## src/rtl/gcp_pkg.sv

```systemverilog
package gcp_pkg;

    typedef enum logic {
        PS_SLEEP = 1'b0,
        PS_PUMP  = 1'b1
    } pump_state_e;

    typedef struct packed {
        logic droop;
        logic refresh;
    } trig_t;

    function automatic logic any_trig(input trig_t t);
        return t.droop | t.refresh;
    endfunction

    function automatic int unsigned cnt_width(input int unsigned limit);
        return (limit > 1) ? $clog2(limit) : 1;
    endfunction

endpackage

```

## src/rtl/gcp_refresh_timer.sv

```systemverilog
module gcp_refresh_timer #(
    parameter int unsigned LIMIT = 15
) (
    input  logic clk_i,
    input  logic rst_i,
    input  logic clr_i,
    input  logic tick_i,
    output logic expire_o
);
    localparam int unsigned W = gcp_pkg::cnt_width(LIMIT);
    localparam logic [W-1:0] LAST = W'(LIMIT - 1);

    logic [W-1:0] cnt_q;

    assign expire_o = tick_i && (cnt_q == LAST);

    always_ff @(posedge clk_i) begin
        if (rst_i || clr_i) begin
            cnt_q <= '0;
        end else if (tick_i) begin
            cnt_q <= (cnt_q == LAST) ? '0 : cnt_q + 1'b1;
        end
    end
endmodule

```

## src/rtl/gcp_burst_timer.sv

```systemverilog
module gcp_burst_timer #(
    parameter int unsigned LIMIT = 32
) (
    input  logic clk_i,
    input  logic rst_i,
    input  logic run_i,
    output logic expire_o
);
    localparam int unsigned W = gcp_pkg::cnt_width(LIMIT);
    localparam logic [W-1:0] LAST = W'(LIMIT - 1);

    logic [W-1:0] cnt_q;

    assign expire_o = run_i && (cnt_q == LAST);

    always_ff @(posedge clk_i) begin
        if (rst_i || !run_i) begin
            cnt_q <= '0;
        end else if (cnt_q != LAST) begin
            cnt_q <= cnt_q + 1'b1;
        end
    end
endmodule

```

## src/rtl/gcp_pump_fsm.sv

```systemverilog
module gcp_pump_fsm (
    input  logic clk_i,
    input  logic rst_i,
    input  logic norm_on_i,
    input  logic droop_i,
    input  logic refresh_exp_i,
    input  logic at_target_i,
    input  logic burst_exp_i,
    output logic start_o,
    output logic pump_on_o,
    output logic err_o
);
    import gcp_pkg::*;

    pump_state_e state_q, state_d;
    trig_t       trig;
    logic        err_q;
    logic        timeout;

    always_comb begin
        trig.droop   = droop_i;
        trig.refresh = refresh_exp_i;
    end

    assign start_o   = (state_q == PS_SLEEP) && norm_on_i && any_trig(trig);
    assign timeout   = (state_q == PS_PUMP) && !at_target_i && burst_exp_i;
    assign pump_on_o = (state_q == PS_PUMP);
    assign err_o     = err_q;

    always_comb begin
        state_d = state_q;
        case (state_q)
            PS_SLEEP: if (start_o) state_d = PS_PUMP;
            PS_PUMP: begin
                if (!norm_on_i || at_target_i || burst_exp_i) state_d = PS_SLEEP;
            end
            default: state_d = PS_SLEEP;
        endcase
    end

    always_ff @(posedge clk_i) begin
        if (rst_i) begin
            state_q <= PS_SLEEP;
        end else begin
            state_q <= state_d;
        end
    end

    always_ff @(posedge clk_i) begin
        if (rst_i || !norm_on_i) begin
            err_q <= 1'b0;
        end else if (timeout) begin
            err_q <= 1'b1;
        end
    end
endmodule

```

## src/rtl/gcp_refresh_sched.sv

```systemverilog
module gcp_refresh_sched #(
    parameter int unsigned REFRESH_TICKS = 15,
    parameter int unsigned MAX_BURST     = 32
) (
    input  logic clk_i,
    input  logic rst_i,
    input  logic tick_i,
    input  logic norm_on_i,
    input  logic droop_i,
    input  logic at_target_i,
    output logic pump_en_o,
    output logic burst_err_o
);
    logic start;
    logic pump_on;
    logic refresh_exp;
    logic burst_exp;
    logic refresh_clr;

    assign refresh_clr = !norm_on_i || pump_on || start;

    gcp_refresh_timer #(.LIMIT(REFRESH_TICKS)) refresh_i (
        .clk_i   (clk_i),
        .rst_i   (rst_i),
        .clr_i   (refresh_clr),
        .tick_i  (tick_i),
        .expire_o(refresh_exp)
    );

    gcp_burst_timer #(.LIMIT(MAX_BURST)) burst_i (
        .clk_i   (clk_i),
        .rst_i   (rst_i),
        .run_i   (pump_on),
        .expire_o(burst_exp)
    );

    gcp_pump_fsm fsm_i (
        .clk_i        (clk_i),
        .rst_i        (rst_i),
        .norm_on_i    (norm_on_i),
        .droop_i      (droop_i),
        .refresh_exp_i(refresh_exp),
        .at_target_i  (at_target_i),
        .burst_exp_i  (burst_exp),
        .start_o      (start),
        .pump_on_o    (pump_on),
        .err_o        (burst_err_o)
    );

    assign pump_en_o = pump_on;
endmodule

```

## config.mk

```make
export PLATFORM = sky130hd
export DESIGN_NAME = gcp_refresh_sched
export DESIGN_NICKNAME = d
export VERILOG_FILES = /design/src/rtl/gcp_pkg.sv /design/src/rtl/gcp_refresh_timer.sv /design/src/rtl/gcp_burst_timer.sv /design/src/rtl/gcp_pump_fsm.sv /design/src/rtl/gcp_refresh_sched.sv
export SDC_FILE = /design/constraint.sdc
export NUM_CORES = 1
export LEC_CHECK = 0
export BUFFER_PORTS_ARGS = -buffer_cell sky130_fd_sc_hd__buf_4
export CELL_PAD_IN_SITES_DETAIL_PLACEMENT = 0
export CELL_PAD_IN_SITES_GLOBAL_PLACEMENT = 2
export CORE_MARGIN = 8
export CORE_UTILIZATION = 32
export CTS_BUF_LIST = sky130_fd_sc_hd__clkbuf_4
export DETAILED_ROUTE_END_ITERATION = 7
export HOLD_SLACK_MARGIN = 0.15
export MAX_ROUTING_LAYER = met4
export PLACE_DENSITY_LB_ADDON = 0.2
export SYNTH_ARGS = -nofsm -noshare
export SYNTH_HDL_FRONTEND = slang
export SYNTH_HIERARCHICAL = 1
export SYNTH_SLANG_ARGS = --single-unit
```

## constraint.sdc

```tcl
create_clock -name clk_i -period 1.7 [get_ports clk_i]
set_clock_uncertainty 0.2 [all_clocks]
set_input_delay 0.255 -clock clk_i [delete_from_list [all_inputs] [get_ports clk_i]]
set_output_delay 0.255 -clock clk_i [all_outputs]
set_load 0.01 [all_outputs]
```

* After elaboration in Yosys (flattened, before gate mapping) *
Cells that the tools add are included.

cells by class
  reduce and logical (&&, ||, !) cells = 16
  eq/ne operators = 3
  mux-type cells = 4
  add/subtract/negate cells = 2
  bitwise operators = 2

operators with widths
  kind                   count
  $logic_or A1 B1 Y1     7
  $logic_and A1 B1 Y1    6
  $add A5 B1 Y5 const B  1
  $eq A5 B5 Y1 const B   1
  $ne A5 B5 Y1 const B   1
  $add A4 B1 Y4 const B  1
  $eq A4 B4 Y1 const B   1
  $mux W4                1
  $logic_not A1 Y1       3
  $mux W1                2
  $pmux W1 S2            1
  $not A1 Y1             1
  $or A1 B1 Y1           1

storage, ports and cells
  register bits after elaboration = 11
  output and inout bits = 2
  word-level logic and storage cells = 31
  bits of input ports = 6

* Logic depth before layout (Yosys ltp) *
  depth in word-level cells = 6
  mapped depth = 8

* By module *
Netlist, hierarchy kept.

by module, submodules not included
  module             cells each  area an instance (um2)  times used
  gcp_burst_timer    23          252.7                   1
  gcp_refresh_timer  22          187.7                   1
  gcp_pump_fsm       9           101.3                   1
  gcp_refresh_sched  1           8.8                     1

* Worst setup path after synthesis *
No wires, ideal clock.

  path kind = register to register
  start = reg burst_i.cnt_q[0]
  end = reg fsm_i.state_q (netlist: fsm_i/pump_on_o)
  library setup time = 115 ps
  arrival = 1394 ps
  buffers on the path = 1
  stages on the path, launching flop included = 8
  setup slack = -9 ps
  clock period less this slack = 1709 ps
  cell sequence = dfxtp_1 -> ha_1 -> and3_1 -> ha_1 -> buf_6 -> and2_1 -> and3b_1 -> o21ba_1

between the ends
  cells in the longest elaborated chain, start to end = 5

ends and longest elaborated chain
  what                      RTL line                 text
  start: declaration        gcp_burst_timer.sv:12    logic [W-1:0] cnt_q;
  start signal: assignment  gcp_burst_timer.sv:20    cnt_q <= cnt_q + 1'b1;
  $eq A5 B5 Y1              gcp_burst_timer.sv:14    assign expire_o = run_i && (cnt_q == LAST);
  $logic_and A1 B1 Y1       gcp_burst_timer.sv:14
  named net burst_exp       gcp_refresh_sched.sv:17  logic burst_exp;
  $logic_or A1 B1 Y1        gcp_pump_fsm.sv:35       if (!norm_on_i || at_target_i || burst_exp_i) state_d = PS_SLEEP;
  $mux W1                   gcp_pump_fsm.sv:35
  $pmux W1 S2               gcp_pump_fsm.sv:32       case (state_q)
  end signal: assignment    gcp_pump_fsm.sv:45       state_q <= state_d;
  end: declaration          gcp_pump_fsm.sv:15       pump_state_e state_q, state_d;

The timed path passes the listed nets, and every way through them passes these cells.
A chain may end at the register's enable or synchronous reset.

* Final worst setup path *
  start = reg refresh_i.cnt_q[0]
  end = reg refresh_i.cnt_q[3]

between the ends
  cells in the longest elaborated chain, start to end = 6
  elaborated cells between the ends (all ways) = 8
  those cells by class = 1 x add/sub; 1 x eq/ne; 1 x mux; 1 x bitwise; 4 x reduce/logical

ends and longest elaborated chain
  what                      RTL line                 text
  start: declaration        gcp_refresh_timer.sv:13  logic [W-1:0] cnt_q;
  start signal: assignment  gcp_refresh_timer.sv:21  cnt_q <= (cnt_q == LAST) ? '0 : cnt_q + 1'b1;
  $eq A4 B4 Y1              gcp_refresh_timer.sv:15  assign expire_o = tick_i && (cnt_q == LAST);
  $logic_and A1 B1 Y1       gcp_refresh_timer.sv:15
  named net refresh_exp     gcp_refresh_sched.sv:16  logic refresh_exp;
  $or A1 B1 Y1              gcp_pkg.sv:14            return t.droop | t.refresh;
  $logic_and A1 B1 Y1       gcp_pump_fsm.sv:25       assign start_o = (state_q == PS_SLEEP) && norm_on_i && any_trig(trig);
  named net start           gcp_refresh_sched.sv:14  logic start;
  $logic_or A1 B1 Y1        gcp_refresh_sched.sv:20  assign refresh_clr = !norm_on_i || pump_on || start;
  named net refresh_clr     gcp_refresh_sched.sv:18  logic refresh_clr;
  $logic_or A1 B1 Y1        gcp_refresh_timer.sv:18  if (rst_i || clr_i) begin

The timed path passes the listed nets, and every way through them passes these cells.

==> reports/results.txt <==
outcome - finished clean
Site Rows - 15
CP startpoint kind - flip-flop
synthesized area - 551 µm²
first-pass iteration count of the detailed router - 4
Slew Limit Fails - 0
number of primary I/O pins - 8
GRT Resource Usage Total - 7.74%
Worst setup EP type - flip-flop
Nets - 90
sequential area share after synthesis - 40.0%
Reg2Reg Setup Slack - 70 ps
CTS H-tree lvls - 1
area leader, netlist - dfxtp_1
pin count of the biggest net entering global routing - 7
Setup TNS - 0 ps
clk_lat worst skew - 260 ps
Post-Route Utilization - 49.2%
Worst R2R Path Depth - 7
Synth Area in XOR/XNOR - 7.95%
Post-synth ARST share - 0%
ranking of synthesized cells by area - dfxtp_1, nor2_1, xor2_1
DIE AREA - 3300 µm²
wire length per cell - 11.9 µm
top cells by count, synth - dfxtp_1, nor2_1, xor2_1
n_diodes - 0
initial drt markers - 6
Final ANT Viol Nets - 0
clk buf depth - 2
WL final - 1170 µm
CTS clk-pin slew, worst paths - 70 ps
share of layout cells above drive strength 1 - 49.4%
root buffer cell - clkbuf_4
Synthesized Nets - 63
compound-gate portion of the synthesized area - 8.18%
FILL cells - 170
max cap viols - 0
Synth Warn # - 6
PwrDens - 621 nW/µm²
post-DP HPWL - 862 µm
initial antenna violation count - 0
most numerous cell in the Yosys netlist - dfxtp_1
top cell type's share of synthesized area - 40.0%
Req. time, crit path - 1700 ps
first-pass GRT wire length - 1970 µm
critical path type - flip-flop to flip-flop
post-synthesis simple-gate area fraction - 33.0%
ys flop type - dfxtp_1
Hold Crit Depth - 4
final period utilization - 95.8%
die height - 57.5 µm
peak supply drop - 365 µV
synth-to-layout area growth - 49.3%
CTS buffer count - 3
Port-buffer cells - 7
EDFF count, synth - 0
final hold vios - 0
Power Total - 0.510 mW
Cells after Synth - 55
post-layout min period - 1630 ps
clock sink count - 11
vias post-DR - 451
LEAKAGE - 0.375 nW
post-DR vias/cell - 4.60
slew at the pin closest to its max-slew limit - 242 ps
worst rel slew slack - 83.7%
Initial Util - 33.0%
total congestion overflow - 0
adder-cell area share of the yosys netlist - 4.55%
Hold Crit Class - input port to flip-flop
Core ar. - 1670 µm²
CTS tree - yes
# DRC - 0
setup violators final - 0
mux contribution to synthesized area - 3.64%
Distinct cells, synth - 27
chip width - 57.5 µm
fmax - 614 MHz
largest family of logic cells by synthesized area - simple AND/OR/NAND/NOR gates
vias in the first global route - 454
largest fanout on the critical path - 3
syn_area_per_cell - 10.0 µm²
gpl congestion - 0.738
WP data arrival - 1630 ps
post-synthesis register bit count - 11
final timing paths:
kind	from	end
max	refresh_i/cnt_q[0]	refresh_i/cnt_q[3]
min	tick_i	refresh_i/cnt_q[0]
max reg2reg	refresh_i/cnt_q[0]	refresh_i/cnt_q[3]
min reg2reg	fsm_i/err_o	fsm_i/err_o
where the power goes:
group / internal, mW / switching, mW
Clock: 0.107 / 0.0859
Sequential: 0.261 / 0.00329
Combinational: 0.0336 / 0.0199
Total: 0.401 / 0.109
flip-flops by register name (all words and copies together) (netlist names):
| signal | count |
|---|---|
| refresh_i/cnt_q | 4 |
| fsm_i/err_o | 1 |
| burst_i/cnt_q | 5 |
| fsm_i/pump_on_o | 1 |
final cells by class:
| type | count | area (µm²) | area share, % |
|---|---|---|---|
| clock buffer | 4 | 30.0 | 3.65 |
| inverter | 1 | 3.75 | 0.457 |
| multi-input combinational | 42 | 364 | 44.3 |
| sequential | 11 | 223 | 27.1 |
| tap | 17 | 21.3 | 2.59 |
| timing repair buffer | 23 | 180 | 21.9 |
cell usage in the layout (no fill, tap or decap), types with 2 or more instances in the layout:
| cell | n |
|---|---|
| a21boi_2 | 2 |
| dlygate4sd3_1 | 3 |
| dfxtp_1 | 9 |
| xnor2_1 | 2 |
| xor2_1 | 3 |
| clkbuf_4 | 4 |
| buf_4 | 20 |
| mux2i_1 | 2 |
| a21oi_1 | 2 |
| dfxtp_2 | 2 |
| nor2_1 | 9 |
through the flow:
| step | std cells | cell area (µm²) | worst slack (ps) | hold WS, ps |
|---|---|---|---|---|
| 6_report | 98 | 822 | 70.9 | 165 |
| 5_1_grt | 98 | 822 | -37.9 | 194 |
| 4_1_cts | 98 | 777 | -2.10 | 165 |
| 3_5_place_dp | 91 | 712 | -39.2 | 253 |
| 3_3_place_gp | 91 | 712 | -35.6 | 249 |
| 2_1_floorplan | 55 | 552 | 9.30 | 131 |
cells by family (layout without fill, tap and decap cells):
logic type / after synthesis / after routing
mux: 2 / 2
xor+xnor: 5 / 5
simple gates: 26 / 26
fa+ha+maj: 2 / 2
flops: 11 / 11
compound gates: 7 / 7
buf+inv: 2 / 28
layer usage:
metal	GRT usage (%)	vias up	part of all wire, %
met2	11.6	6	48
met1	9.18	204	47
met5	-	-	0
li1	-	237	-
met3	2.02	4	2.2
met4	4.29	0	1.8
worst max-delay path: stages (launching register included):
cell and delay (ps):
dfxtp_2 340, nand2b_4 130, nor2_1 50, nor2_1 110, nor3b_2 60, or3b_4 390, nor2_4 120, a21boi_2 170
timing repair:
item,4_1_cts,5_1_grt
gates resized for setup,2,12
hold endpoints to repair,6,0
setup buffers,0,0
pin swaps,0,2
hold buffers,3,0
setup endpoints to repair,4,5
Note: power is estimated with default switching activity, not from simulation.
